<file path="config.mk">
export PLATFORM = sky130hd
export DESIGN_NAME = fpr_round
export DESIGN_NICKNAME = d
export VERILOG_FILES = /design/src/rtl/fpr_pkg.sv /design/src/rtl/fpr_table.sv /design/src/rtl/fpr_incr.sv /design/src/rtl/fpr_round.sv
export SDC_FILE = /design/constraint.sdc
export NUM_CORES = 1
export LEC_CHECK = 0
export BUFFER_PORTS_ARGS = -buffer_cell sky130_fd_sc_hd__buf_2
export CORE_MARGIN = 5
export CORE_UTILIZATION = 50
export CTS_BUF_LIST = sky130_fd_sc_hd__clkbuf_2
export DETAILED_ROUTE_END_ITERATION = 16
export GPL_ROUTABILITY_DRIVEN = 0
export PLACE_DENSITY = 0.85
export SLEW_MARGIN = 20
export SYNTH_ARGS = -nofsm -noshare
export SYNTH_HDL_FRONTEND = slang
export SYNTH_SLANG_ARGS = --single-unit
</file>
<file path="constraint.sdc">
create_clock -name clk -period 6.35 [get_ports clk]
set_clock_uncertainty 0.15 [all_clocks]
set_input_delay 0.3175 -clock clk [delete_from_list [all_inputs] [get_ports clk]]
set_output_delay 0.3175 -clock clk [all_outputs]
set_load 0.05 [all_outputs]
</file>
<file path="src/rtl/fpr_pkg.sv">
package fpr_pkg;

  localparam int NUM_MODES = 5;
  localparam int IDX_W     = 4;
  localparam int TBL_LEN   = 1 << IDX_W;

  typedef enum logic [2:0] {
    RM_NEAR_EVEN = 3'd0,
    RM_POS_INF   = 3'd1,
    RM_NEG_INF   = 3'd2,
    RM_ZERO      = 3'd3,
    RM_NEAR_AWAY = 3'd4
  } rmode_e;

  // Table entry index layout: {sign, ulp, guard, sticky}
  function automatic logic [TBL_LEN-1:0] build_table(input int mode);
    logic [TBL_LEN-1:0] t;
    logic s, u, g, k;
    t = '0;
    for (int i = 0; i < TBL_LEN; i++) begin
      s = i[3];
      u = i[2];
      g = i[1];
      k = i[0];
      case (mode)
        1:       t[i] = !s && (g || k);
        2:       t[i] = s && (g || k);
        3:       t[i] = 1'b0;
        4:       t[i] = g;
        default: t[i] = g && (k || u);
      endcase
    end
    return t;
  endfunction

endpackage

</file>
<file path="src/rtl/fpr_table.sv">
module fpr_table
  import fpr_pkg::*;
(
  input  logic       sign_i,
  input  logic       ulp_i,
  input  logic       guard_i,
  input  logic       sticky_i,
  input  logic [2:0] mode_i,
  output logic       inc_o
);

  logic [TBL_LEN-1:0] tbl [NUM_MODES];
  logic [IDX_W-1:0]   idx;
  logic [2:0]         sel;

  for (genvar m = 0; m < NUM_MODES; m++) begin : g_tbl
    assign tbl[m] = build_table(m);
  end

  assign idx = {sign_i, ulp_i, guard_i, sticky_i};

  // Unassigned mode codes fall back to nearest-even
  always_comb begin
    if (mode_i < 3'(NUM_MODES)) sel = mode_i;
    else                        sel = RM_NEAR_EVEN;
  end

  assign inc_o = tbl[sel][idx];

endmodule

</file>
<file path="src/rtl/fpr_incr.sv">
module fpr_incr #(
  parameter int EXP_W = 8,
  parameter int MAN_W = 23,
  localparam int W = EXP_W + MAN_W
) (
  input  logic [W-1:0] em_i,
  input  logic         inc_i,
  input  logic         guard_i,
  input  logic         sticky_i,
  output logic [W-1:0] em_o,
  output logic         inexact_o,
  output logic         overflow_o
);

  // Add across the whole word so mantissa carry lands in the exponent
  assign em_o       = em_i + W'(inc_i);
  assign overflow_o = &em_o[W-1:MAN_W];
  assign inexact_o  = guard_i | sticky_i;

endmodule

</file>
<file path="src/rtl/fpr_round.sv">
module fpr_round #(
  parameter int EXP_W   = 8,
  parameter int MAN_W   = 23,
  parameter bit OUT_REG = 1'b1,
  localparam int W = EXP_W + MAN_W
) (
  input  logic         clk,
  input  logic         rst,
  input  logic         sign_i,
  input  logic [W-1:0] em_i,
  input  logic         guard_i,
  input  logic         sticky_i,
  input  logic [2:0]   mode_i,
  output logic         sign_o,
  output logic [W-1:0] em_o,
  output logic         inexact_o,
  output logic         overflow_o
);

  logic         inc;
  logic [W-1:0] em_r;
  logic         inx_r;
  logic         ovf_r;

  fpr_table u_table (
    .sign_i   (sign_i),
    .ulp_i    (em_i[0]),
    .guard_i  (guard_i),
    .sticky_i (sticky_i),
    .mode_i   (mode_i),
    .inc_o    (inc)
  );

  fpr_incr #(.EXP_W(EXP_W), .MAN_W(MAN_W)) u_incr (
    .em_i       (em_i),
    .inc_i      (inc),
    .guard_i    (guard_i),
    .sticky_i   (sticky_i),
    .em_o       (em_r),
    .inexact_o  (inx_r),
    .overflow_o (ovf_r)
  );

  if (OUT_REG) begin : g_reg
    always_ff @(posedge clk) begin
      if (rst) begin
        sign_o     <= 1'b0;
        em_o       <= '0;
        inexact_o  <= 1'b0;
        overflow_o <= 1'b0;
      end else begin
        sign_o     <= sign_i;
        em_o       <= em_r;
        inexact_o  <= inx_r;
        overflow_o <= ovf_r;
      end
    end

    AST_SIGN_PASS: assert property (@(posedge clk) disable iff (rst)
      1'b1 |=> sign_o == $past(sign_i));

    AST_ZERO_MODE_HOLD: assert property (@(posedge clk) disable iff (rst)
      mode_i == 3'd3 |=> em_o == $past(em_i));

    AST_INEXACT: assert property (@(posedge clk) disable iff (rst)
      1'b1 |=> inexact_o == ($past(guard_i) || $past(sticky_i)));

    AST_STEP_ONE: assert property (@(posedge clk) disable iff (rst)
      1'b1 |=> (em_o == $past(em_i)) || (em_o == $past(em_i) + W'(1)));

    AST_OVF_TO_INF: assert property (@(posedge clk) disable iff (rst)
      !(&em_i[W-1:MAN_W]) |=> !overflow_o || (em_o[MAN_W-1:0] == '0));

    AST_EXACT_NO_CHANGE: assert property (@(posedge clk) disable iff (rst)
      (!guard_i && !sticky_i) |=> em_o == $past(em_i));
  end else begin : g_comb
    assign sign_o     = sign_i;
    assign em_o       = em_r;
    assign inexact_o  = inx_r;
    assign overflow_o = ovf_r;
  end

endmodule

</file>
== Yosys cells after proc, flatten, opt, wreduce, memory -nomap -nowiden ==
Memories as Yosys holds them, arrays and structs flattened.
Index checks and enable logic that the tools add are counted.

* Register bits after elaboration: 34
* Bits in latches: 0
* Bits in writable memories: 0
* Memory bits (read-only): 128
* Word-level logic and storage cells: 17
* Memories kept: 1

{| class="wikitable"
|+ Memory list
! memory !! words !! bits a word !! rd ports !! clocked after Yosys merged registers in !! wr ports !! RTL line !! text
|-
| (name not given) || 8 || 16 || 1 || 0 || 0 || fpr_table.sv:28 || <nowiki>assign inc_o = tbl[sel][idx];</nowiki>
|}

* Add/sub/neg operators: 1
* Multiply operators: 0
* Divide/modulo/power cells: 0
* $lt $le $gt $ge: 3
* Equal/unequal tests: 0
* Shift-type cells: 0
* Multiplexer cells: 5
* Bitwise operators: 2
* Reductions and logical operators: 1

{| class="wikitable"
|+ Operator list
! kind !! count
|-
| 16-bit 2-to-1 mux || 2
|-
| 31-bit by 1-bit adder with 31-bit output || 1
|-
| 8-bit AND reduction || 1
|-
| 4-bit by 5-bit less-than comparator with 1-bit output (second input constant) || 1
|-
| 1-bit binary-select mux with 4-bit select || 1
|-
| 4-bit greater-or-equal comparator (second input constant) || 1
|-
| 3-bit NOT with 4-bit output || 1
|-
| 3-bit less-than comparator (second input constant) || 1
|-
| 3-bit 2-to-1 mux || 1
|-
| 1-bit 2-to-1 mux || 1
|-
| 1-bit OR || 1
|}

== Depth between registers and ports, before layout ==
Gate-level depths: netlist (run 1).

* Word-level depth: 10
* Depth in mapped cells: 12
* Depth with buffers taken out: 12

== By module ==
A second synthesis (run 1) with hierarchy kept.

* Cell total of the unflattened synthesis: 179
* Area, all modules: 1,657.8 um2

{| class="wikitable"
|+ By module, submodules not included
! module !! times used !! cells each !! area an instance (um2) !! sequential area each (um2)
|-
| fpr_round || 1 || 71 || 937.1 || 680.7
|-
| fpr_incr || 1 || 98 || 660.6 || 0.0
|-
| fpr_table || 1 || 10 || 60.1 || 0.0
|}

== Worst setup path after synthesis (run 1) ==
No wires, ideal clock.

* Path type: input to register
* Start point: input port mode_i[2]
* End point: register overflow_o
* Library setup time: 0.088 ns
* Data arrival time: 2.081 ns
* Required time: 6.112 ns
* Setup slack: 4.031 ns
* Stages on the path: 11
* Buffers on the path: 0
* Cells stage by stage: nand2b_1 > a21oi_1 > o221ai_1 > o21ai_0 > ha_1 > ha_1 > inv_1 > nor3_2 > nand3_1 > xor2_1 > nor4_2

* Cells in the longest elaborated chain, start to end: 10

{| class="wikitable"
|+ RTL lines
! element !! RTL line !! text
|-
| start, declared || fpr_round.sv:13 || <nowiki>input logic [2:0] mode_i,</nowiki>
|-
| 3-bit less-than comparator || fpr_table.sv:24 || <nowiki>if (mode_i < 3'(NUM_MODES)) sel = mode_i;</nowiki>
|-
| 3-bit 2-to-1 mux * || fpr_table.sv:24 ||
|-
| 3-bit NOT with 4-bit output (not written as such) * || fpr_table.sv:28 ||
|-
| memory 8 x 16 bit * || -- ||
|-
| 16-bit 2-to-1 mux (not written as such) * (2 in series) || fpr_table.sv:28 ||
|-
| 1-bit binary-select mux with 4-bit select * || fpr_table.sv:28 ||
|-
| 1-bit 2-to-1 mux (not written as such) * || fpr_table.sv:28 ||
|-
| 31-bit by 1-bit adder with 31-bit output * || fpr_incr.sv:16 || <nowiki>assign em_o = em_i + W'(inc_i);</nowiki>
|-
| 8-bit AND reduction * || fpr_incr.sv:17 || <nowiki>assign overflow_o = &em_o[W-1:MAN_W];</nowiki>
|-
| end signal, assigned || fpr_round.sv:55 || <nowiki>overflow_o <= ovf_r;</nowiki>
|-
| end, declared || fpr_round.sv:17 || <nowiki>output logic overflow_o</nowiki>
|}

Mark *: on every way between the ends. The rest lies on a longest branch, timed or not. The select of a mux whose other input is x is not followed.
A chain may end at the register's enable or synchronous reset.

== Worst setup path after layout (run 1) ==
* Start point: input port sign_i
* End point: register overflow_o

* Cells in the longest elaborated chain, start to end: 4

{| class="wikitable"
|+ RTL lines
! element !! RTL line !! text
|-
| start, declared || fpr_round.sv:9 || <nowiki>input logic sign_i,</nowiki>
|-
| 1-bit binary-select mux with 4-bit select || fpr_table.sv:28 ||
|-
| 1-bit 2-to-1 mux (not written as such) || fpr_table.sv:28 ||
|-
| 31-bit by 1-bit adder with 31-bit output || fpr_incr.sv:16 ||
|-
| 8-bit AND reduction || fpr_incr.sv:17 ||
|}

Every way passes these cells. The select of a mux whose other input is x is not followed.

==> run metrics, run 1 <==
Mapped Area=0.00156 mm^2; async set or reset register ratio after synthesis=0%; Setup crit start=sign_i; crit-path max FO=5; pwr/cell area=212 mW/mm^2; VDD IR max=116 uV; P_leak=0.928 nW; gr ovfl total=0; Yosys top cell by area=dfxtp_1; # rows=20; total track usage=17.8%; most common cell in the synthesized netlist=nor2_1; CP cell instances=dlygate4sd3_1, buf_2, o21ai_0, ha_1, ha_1, inv_1, nor3_2, nand3_1, xor2_1, nor4_2; fmax=398 MHz; cell count after synthesis=168; DP HPWL=2780 um; Most common cell on crit path=ha_1; worst rel slew slack=60.8%; Mapped Avg Cell Area=9.29 um^2; share of cells above drive strength 1=36.3%; first-pass GRT wire length=5940 um; core outline area=0.00303 mm^2; Wirelength per Cell=12.0 um; Inserted Clock Buffers=5; met3 GRT Util=3.91%; final hold vios=0; min setup slack post-route=3.84 ns; number of global-route vias before repair=1413; met2 Usage GRT=29.2%; synth cell count leaders=nor2_1 (35), dfxtp_1 (34), xor2_1 (23); worst endpoint data arrival time=2.65 ns; Mapped Nets=209; WP data required=6.48 ns; clock tree buffer depth=2; Worst Hold Class=in -> reg; Crit Path Class=in -> reg; Die W=65.9 um; number of enable flip-flop cells after synthesis=0; Remaining DRCs=0; Slew Viols, Final=0; post-CTS sizing=0; vias=1436; starting density of the core=51.6%; top_reg_cell synth=dfxtp_1; number of vias per cell=4.97; Critical Path End Type=flip-flop; Netlist cell types=28; root buffer cell=clkbuf_2; Hold Buf Count CTS=1; Seq cells post-synth=34; # Post-CTS Setup Buffers=0; synth top area cells=dfxtp_1 (44%), xor2_1 (13%), nor2_1 (8.4%), nand3_1 (5.1%), nor4_4 (4.1%); kind of cell adding the most delay to the critical path=buffers and inverters; worst slew pin tran=0.588 ns; Clk pin slew, worst setup/hold paths=0.15 ns; sequential fraction of the synthesis area=43.6%; full die area=0.00434 mm^2; fillers=288; largest net degree at the start of global routing=35; layout overhead on the synthesized area=28.8%; CTS tree=yes; grt met1 use=21.3%; final core utilization=66.4%; Max Cap Violations=0; Routed WL=3460 um; H-tree Lvls=2; # setup viols final=0; initial antenna violation count=0; drt pass-1 iters=4; number of buffers and inverters on the critical path=3; Top-Level Pins=73; top cell type's share of synthesized area=43.6%; ant diodes=0; setup TNS=0 ns; RSZ-0062 raised after global routing=false; Final ANT Viol Nets=0; crit start category=input port; Max stage delay on crit path=0.53 ns; pre-CTS WS=3.62 ns; clk sinks=34; status=completed; fin crit period=2.51 ns; critical path's slowest cell=dlygate4sd3_1; Iteration-0 DRC Markers=66; GRT busiest layer=met2; period utilisation layout=39.6%; I/O Buffers=72; Syn. warnings=0; min-delay src=em_i[22]; # nets final=285; die height=65.9 um
## logic make-up (layout without fill, tap and decap cells)
family | Yosys count | after routing | share of synthesized area [%]
AND/OR/NAND/NOR | 89 | 89 | 33.4
adder cells (fa/ha/maj) | 2 | 2 | 1.60
buffers and inverters | 6 | 83 | 1.44
XOR/XNOR | 29 | 29 | 16.3
AO/OA/AOI/OAI | 8 | 8 | 3.69
flip-flops | 34 | 34 | 43.6
## registers in the layout (all words and copies together), names as in the netlist
name        count
inexact_o       1
em_o           31
sign_o          1
overflow_o      1
## layout by cell type, fill, tap and decap left out, drive strengths merged, types with 2 or more instances in the layout
| cell type | n |
|---|---|
| and3 | 4 |
| and4 | 2 |
| buf | 72 |
| clkbuf | 6 |
| clkinv | 2 |
| dfxtp | 34 |
| ha | 2 |
| inv | 2 |
| nand2 | 8 |
| nand2b | 3 |
| nand3 | 16 |
| nand4 | 10 |
| nor2 | 35 |
| nor2b | 4 |
| nor3 | 2 |
| nor4 | 4 |
| o21ai | 2 |
| xnor2 | 6 |
| xor2 | 23 |
## layout make-up
cell class / count / area (um^2) / area share, %
multi-input combinational: 128 / 858 / 42.7
sequential: 34 / 681 / 33.9
timing repair buffer: 73 / 370 / 18.4
tap: 44 / 55.1 / 2.74
clock buffer: 6 / 30.0 / 1.49
clock inverter: 2 / 8.76 / 0.436
inverter: 2 / 7.51 / 0.373
## final timing paths
path	end	slack, ns	cells past startpoint
worst max-delay path	overflow_o$_SDFF_PP0_	3.84	10
worst min-delay path	em_o[22]$_SDFF_PP0_	0.06	3
## power breakdown
part           internal, mW  total, mW  switching (mW)  leakage, nW
clock network        0.0271     0.0933          0.0662       0.0304
registers             0.225      0.228         0.00258        0.283
logic                0.0296      0.105          0.0754        0.614
total                 0.282      0.426           0.144        0.928
## stage by stage
| step | total power, mW | std cells | cell area (um^2) | hold slack, ns |
|---|---|---|---|---|
| 3_5_place_dp | 0.338 | 280 | 1960 | 0.422 |
| 2_1_floorplan | 0.301 | 168 | 1560 | 0.283 |
| 5_1_grt | 0.454 | 289 | 2010 | 0.0359 |
| 4_1_cts | 0.433 | 289 | 2010 | 0.0303 |
| 3_3_place_gp | 0.336 | 280 | 1960 | 0.419 |
| 6_report | 0.426 | 289 | 2010 | 0.0566 |
## layer usage
layer / wire, um / up-vias
met2: 1700 / 53
met1: 1410 / 657
met5: 0 / -
li1: - / 721
met3: 277 / 5
met4: 67 / 0
## tightest hold or removal path: stages
cell and delay (ns):
buf_2 0.10, xor2_1 0.06, nor2_1 0.07
No activity file was read; power rests on OpenSTA's default activity.
==> run 2: changes to the inputs <==
- ABC_AREA: default -> 1
- CORE_UTILIZATION: 50 -> 45
- PLACE_DENSITY: 0.85 -> 0.78
- clock period: 6.35 -> 2.05 ns (I/O delays scaled with it)
==> run metrics, run 2 <==
# rows=23 (+15%); RSZ-0062 raised after global routing=true; full die area=0.00546 mm^2 (+26%); clock tree buffer depth=2 (unchanged); kind of cell adding the most delay to the critical path=simple AND/OR/NAND/NOR gates; Inserted Clock Buffers=5 (unchanged); Worst Hold Class=in -> reg; commonest non-fill, non-tap cell in the layout=nand2_1; largest family of logic cells by synthesized area=simple AND/OR/NAND/NOR gates; crit start category=input port; top_reg_cell synth=dfxtp_1; sequential fraction of the synthesis area=37.0% (-6.6 points); status=complete, but fails checks; commonest non-fill, non-tap cells in the layout=nand2_1 (73), buf_2 (69), nor2_1 (44); # nets final=452 (+59%); Slew Viols, Final=0 (unchanged); worst endpoint data arrival time=2.24 ns (-0.41 ns); synth cell count leaders=nand2_1 (75), nor2_1 (48), dfxtp_1 (34); first-pass GRT wire length=9470 um (+59%); Placed Cells incl. Taps=416 (+49%); H-tree Lvls=2 (unchanged); worst slew pin tran=0.266 ns (-0.322 ns); top cell type's share of synthesized area=37.0% (-6.6 points); Critical Path End Type=flip-flop; Yosys top cell by area=dfxtp_1; fmax=484 MHz; number of global-route vias before repair=2160 (+53%); Iteration-0 DRC Markers=177 (+170%); adder-cell share of the synthesized area=1.36% (-0.24 points); P_leak=1.40 nW (+51%); gr ovfl total=0 (unchanged); vias=2267 (+58%); Mapped Avg Cell Area=6.56 um^2 (-29%); Remaining DRCs=0 (unchanged); simple-gate share of the synthesized area=41.0% (+7.6 points); Netlist cell types=28 (unchanged); die height=73.9 um (+12%); violated checks=setup timing; root buffer cell=clkbuf_2; number of vias per cell=4.93 (-0.82%); min setup slack post-route=-0.0177 ns (-3.85 ns); Most common cell on crit path=nand2_4; largest net degree at the start of global routing=18 (-49%); synth top area cells=dfxtp_1 (37%), nand2_1 (15%), nor2_1 (9.8%), inv_1 (6.1%), a21oi_1 (5.4%); Mapped Nets=321 (+54%); total track usage=22.5% (+4.7 points); Compound-Gate Fraction of Synth Area=11.2% (+7.5 points); max reg flops=31 (unchanged); drt pass-1 iters=4 (unchanged); Wirelength per Cell=12.7 um (+6.3%); I/O Buffers=72 (unchanged); period utilisation layout=101%; clk sinks=34 (unchanged); core outline area=0.00397 mm^2 (+31%); fin crit period=2.07 ns; share of cells above drive strength 1=33.4% (-2.9 points); Final ANT Viol Nets=0 (unchanged); worst rel slew slack=82.2% (+21 points); final instance area=0.00292 mm^2 (+45%); largest register by flop count=em_o; CTS tree=yes; Clk pin slew, worst setup/hold paths=0.15 ns (about the same); Top-Level Pins=73 (unchanged); number of enable flip-flop cells after synthesis=0 (unchanged); layout overhead on the synthesized area=59.0%; critical path's slowest cell=o31ai_1; Crit Path Class=in -> reg; Syn. warnings=0 (unchanged); VDD IR max=352 uV (+200%); mux share of post-synthesis cell area=0% (unchanged); CP cell instances=buf_12, inv_12, nand3_4, nand2_2, nor2_1, o31ai_1, nand2_1, a21oi_2, ha_2, ha_4, nand2_4, nor2_4, nand2_4, inv_4, nand2_4, nor2_4, nand2_2, o21ai_2, nor3b_2; fillers=314 (+9.0%); Seq cells post-synth=34 (unchanged); final hold vios=0 (unchanged); Routed WL=5850 um (+69%); # setup viols final=1 (+1); Die W=73.9 um (+12%); cell count after synthesis=280 (+67%); crit-path max FO=4 (-1); starting density of the core=46.3% (-5.3 points); Max Cap Violations=0 (unchanged); Non-Filler Instances=460 (+59%); pwr/cell area=496 mW/mm^2 (+130%); placed cell area=0.00244 mm^2 (+24%); ant diodes=0 (unchanged); Mapped Area=0.00184 mm^2 (+18%); Post-Synth XOR/XNOR Area=2.38% (-14 points); most common cell in the synthesized netlist=nand2_1; Max stage delay on crit path=0.23 ns (-0.30 ns); WP data required=2.22 ns (-4.26 ns); initial antenna violation count=0 (unchanged); number of buffers and inverters on the critical path=3 (unchanged); DP HPWL=4200 um (+51%); async set or reset register ratio after synthesis=0% (unchanged)
## run 2: cell count changes after synthesis, sizes merged, moves of 4 or more
cell    before  now
nor2b        4    0
nand2        8   81
and3         4    0
clkbuf       4    0
xor2        23    4
xnor2        6    1
nor4         4    0
nand4       10    3
o21ai        2   11
a21oi        1   21
nor2        35   58
inv          2   31
## run 2: what timing repair did
| action | 4_1_cts | 5_1_grt |
|---|---|---|
| resized for setup | 0 | 26 |
| hold buffers | 33 | 0 |
| setup buffers | 0 | 5 |
| setup endpoints to repair | 0 | 8 |
| hold endpoints to repair | 32 | 0 |
## run 2: routing by layer
metal  vias to the layer above  wire [um]  track usage (%)  share of wire [%]
li1                       1153          -                -                  -
met1                      1000       2270             27.5                 39
met2                        99       2930             38.6                 50
met3                        15        515             5.47                8.8
met4                         0        131             7.65                2.2
met5                         -          0                0                  0
## run 2: power by group
| part | switching [mW] | leakage [nW] | total (mW) | internal, mW |
|---|---|---|---|---|
| Sequential | 0.00922 | 0.283 | 0.708 | 0.698 |
| Clock | 0.214 | 0.0223 | 0.282 | 0.0676 |
| Combinational | 0.295 | 1.10 | 0.461 | 0.166 |
## run 2: area by class of cell
cell class | count | area, um^2 | share of cell area [%]
tap | 50 | 62.6 | 2.14
sequential | 34 | 681 | 23.3
timing repair buffer | 127 | 883 | 30.2
inverter | 31 | 139 | 4.75
clock buffer | 5 | 25.0 | 0.856
clock inverter | 1 | 3.75 | 0.128
multi-input combinational | 212 | 1130 | 38.6
## run 2: tightest hold or removal path, stage by stage
cell	delay, ns
buf_2	0.12
nand3_1	0.08
nand2_1	0.09
buf_4	0.11
nor2_1	0.03
## run 2: cells by family after synthesis
group | after synthesis
flops | 34
simple gates | 167
xor+xnor | 5
compound gates | 38
fa+ha+maj | 2
buf+inv | 34
## run 2: path summary, 6_finish.rpt
check	startpoint	end	slack [ns]	cells past startpoint
setup / recovery	mode_i[1]	em_o[22]$_SDFF_PP0_	-0.02	19
hold / removal	em_i[25]	em_o[25]$_SDFF_PP0_	0.03	5
## run 2: stage by stage
stage | TNS [ns] | power, mW | util (%) | worst slack, ns | hold WS, ns
after floorplan | -0.0310 | 0.969 | - | -0.0193 | 0.0421
after global placement | -2.72 | 1.10 | 61.4 | -0.254 | 0.180
after detailed placement | -4.11 | 1.10 | 61.4 | -0.369 | 0.175
after CTS | 0 | 1.43 | 70.4 | 0.0224 | 0.0267
after global routing | -0.292 | 1.52 | 73.6 | -0.115 | 0.0270
final | -0.0177 | 1.45 | 73.6 | -0.0177 | 0.0279
==> run 3: changes to the inputs <==
- CELL_PAD_IN_SITES_DETAIL_PLACEMENT: default -> 2
- CELL_PAD_IN_SITES_GLOBAL_PLACEMENT: default -> 2
- CORE_UTILIZATION: 45 -> 23
- PLACE_DENSITY: 0.78 -> default
- PLACE_DENSITY_LB_ADDON: default -> 0.1
==> run metrics, run 3 (synthesis results as in run 2) <==
commonest non-fill, non-tap cells in the layout=nand2_1 (74), buf_2 (69), nor2_1 (45); setup TNS=-0.178 ns (-0.161 ns); fmax=474 MHz (-1.9%); largest register by flop count=em_o; power consumption=1.54 mW (+6.0%); total track usage=16.2% (-6.3 points); CP cell instances=buf_12, inv_12, nand3_4, nand2_2, nor2_2, o31ai_1, nand2_1, a21oi_2, ha_4, ha_4, nand2_4, nor2_4, nand2_4, inv_4, nand2_4, nor2_4, nand2_4, o21ai_2, nor3b_2; Top-Level Pins=73 (unchanged); max reg flops=31 (unchanged); initial antenna violation count=0 (unchanged); Max stage delay on crit path=0.23 ns (about the same); # rows=32 (+39%); H-tree Lvls=2 (unchanged); Final ANT Viol Nets=0 (unchanged); critical path's slowest cell=o31ai_1; final hold vios=0 (unchanged); gr ovfl total=0 (unchanged); worst rel slew slack=78.5% (-3.7 points); violated checks=setup timing; Remaining DRCs=0 (unchanged); Die W=99.4 um (+34%); vias=2345 (+3.4%); min-delay src=em_i[23]; core outline area=0.00777 mm^2 (+96%); layout overhead on the synthesized area=69.5%; status=complete, but fails checks; fin crit period=2.11 ns (+0.0403 ns); Most common cell on crit path=nand2_4; first-pass GRT wire length=12600 um (+34%); DP HPWL=6090 um (+45%); pwr/cell area=493 mW/mm^2 (-0.54%); Clk pin slew, worst setup/hold paths=0.19 ns (+0.04 ns); clk sinks=34 (unchanged); share of cells above drive strength 1=34.7% (+1.3 points); ant diodes=0 (unchanged); Slew Viols, Final=0 (unchanged); P_leak=1.48 nW (+5.6%); # setup viols final=5 (+4); number of global-route vias before repair=2556 (+18%); CTS tree=yes; starting density of the core=23.7% (-23 points); worst endpoint data arrival time=2.30 ns (+0.06 ns); root buffer cell=clkbuf_2; largest net degree at the start of global routing=15 (-3); Critical Path End Type=flip-flop; Wirelength per Cell=15.1 um (+19%); crit-path max FO=5 (+1); Placed Cells incl. Taps=467 (+12%); # nets final=461 (+2.0%); number of vias per cell=4.48 (-9.0%); Routed WL=7920 um (+35%); die height=99.4 um (+34%); drt pass-1 iters=4 (unchanged); Iteration-0 DRC Markers=28 (-84%); Inserted Clock Buffers=5 (unchanged); full die area=0.00988 mm^2 (+81%); Non-Filler Instances=523 (+14%); WHS=0.00876 ns (-0.0191 ns); Max Cap Violations=0 (unchanged); I/O Buffers=72 (unchanged); Setup crit start=mode_i[1]; WP data required=2.24 ns (+0.02 ns); crit start category=input port; worst slew pin tran=0.322 ns (+0.0555 ns); commonest non-fill, non-tap cell in the layout=nand2_1; min setup slack post-route=-0.0581 ns (-0.0403 ns); final core utilization=40.1% (-33 points); RSZ-0062 raised after global routing=true; VDD IR max=160 uV (-54%); Worst Hold Class=in -> reg; period utilisation layout=103% (+2.0 points); clock tree buffer depth=2 (unchanged); Crit Path Class=in -> reg
==> run 3: routing by layer <==
| metal | vias to the layer above | global-route usage [%] | routed length [um] |
|---|---|---|---|
| li1 | 1168 | - | - |
| met4 | 0 | 4.10 | 95 |
| met3 | 8 | 2.24 | 253 |
| met2 | 43 | 30.7 | 4170 |
| met5 | - | 0 | 0 |
| met1 | 1126 | 18.9 | 3410 |
==> run 3: layout make-up <==
cell class | count | area [um^2]
fill | 946 | 4650
multi-input combinational | 212 | 1160
timing repair buffer | 136 | 970
sequential | 34 | 681
inverter | 31 | 139
tap | 102 | 128
clock buffer | 6 | 30.0
clock inverter | 2 | 8.76
==> run 3: power by group <==
part | internal [mW] | leakage (nW) | total (mW) | switching, mW
registers | 0.699 | 0.283 | 0.708 | 0.00935
clock network | 0.0839 | 0.0304 | 0.342 | 0.258
logic | 0.179 | 1.17 | 0.487 | 0.307
==> run 3: repair_timing <==
| item | 4_1_cts | 5_1_grt |
|---|---|---|
| hold buffers | 37 | 0 |
| endpoints found under the hold margin | 33 | 0 |
| endpoints found under the setup margin | 3 | 13 |
| resized for setup | 4 | 33 |
| pin swaps | 0 | 19 |
| buffers inserted | 1 | 10 |
==> run 3: final timing paths <==
check,to,slack (ns),depth (start not counted)
min,em_o[23]$_SDFF_PP0_,0.009,6
max,em_o[22]$_SDFF_PP0_,-0.06,19
==> run 3: metrics by stage <==
step	setup WS (ns)	area [um^2]
final	-0.0581	3120
after global routing	-0.244	3120
after CTS	0.0103	2930
after detailed placement	-0.502	2500
after global placement	-0.417	2500
after floorplan	-0.0193	1900
==> run 3: critical path, delay by kind of cell <==
kind	cells	cell delay (ns)
and+or+nand+nor	11	1.04
buffers and inverters	3	0.24
AOI/OAI and AO/OA	3	0.55
adders and majority gates	2	0.34
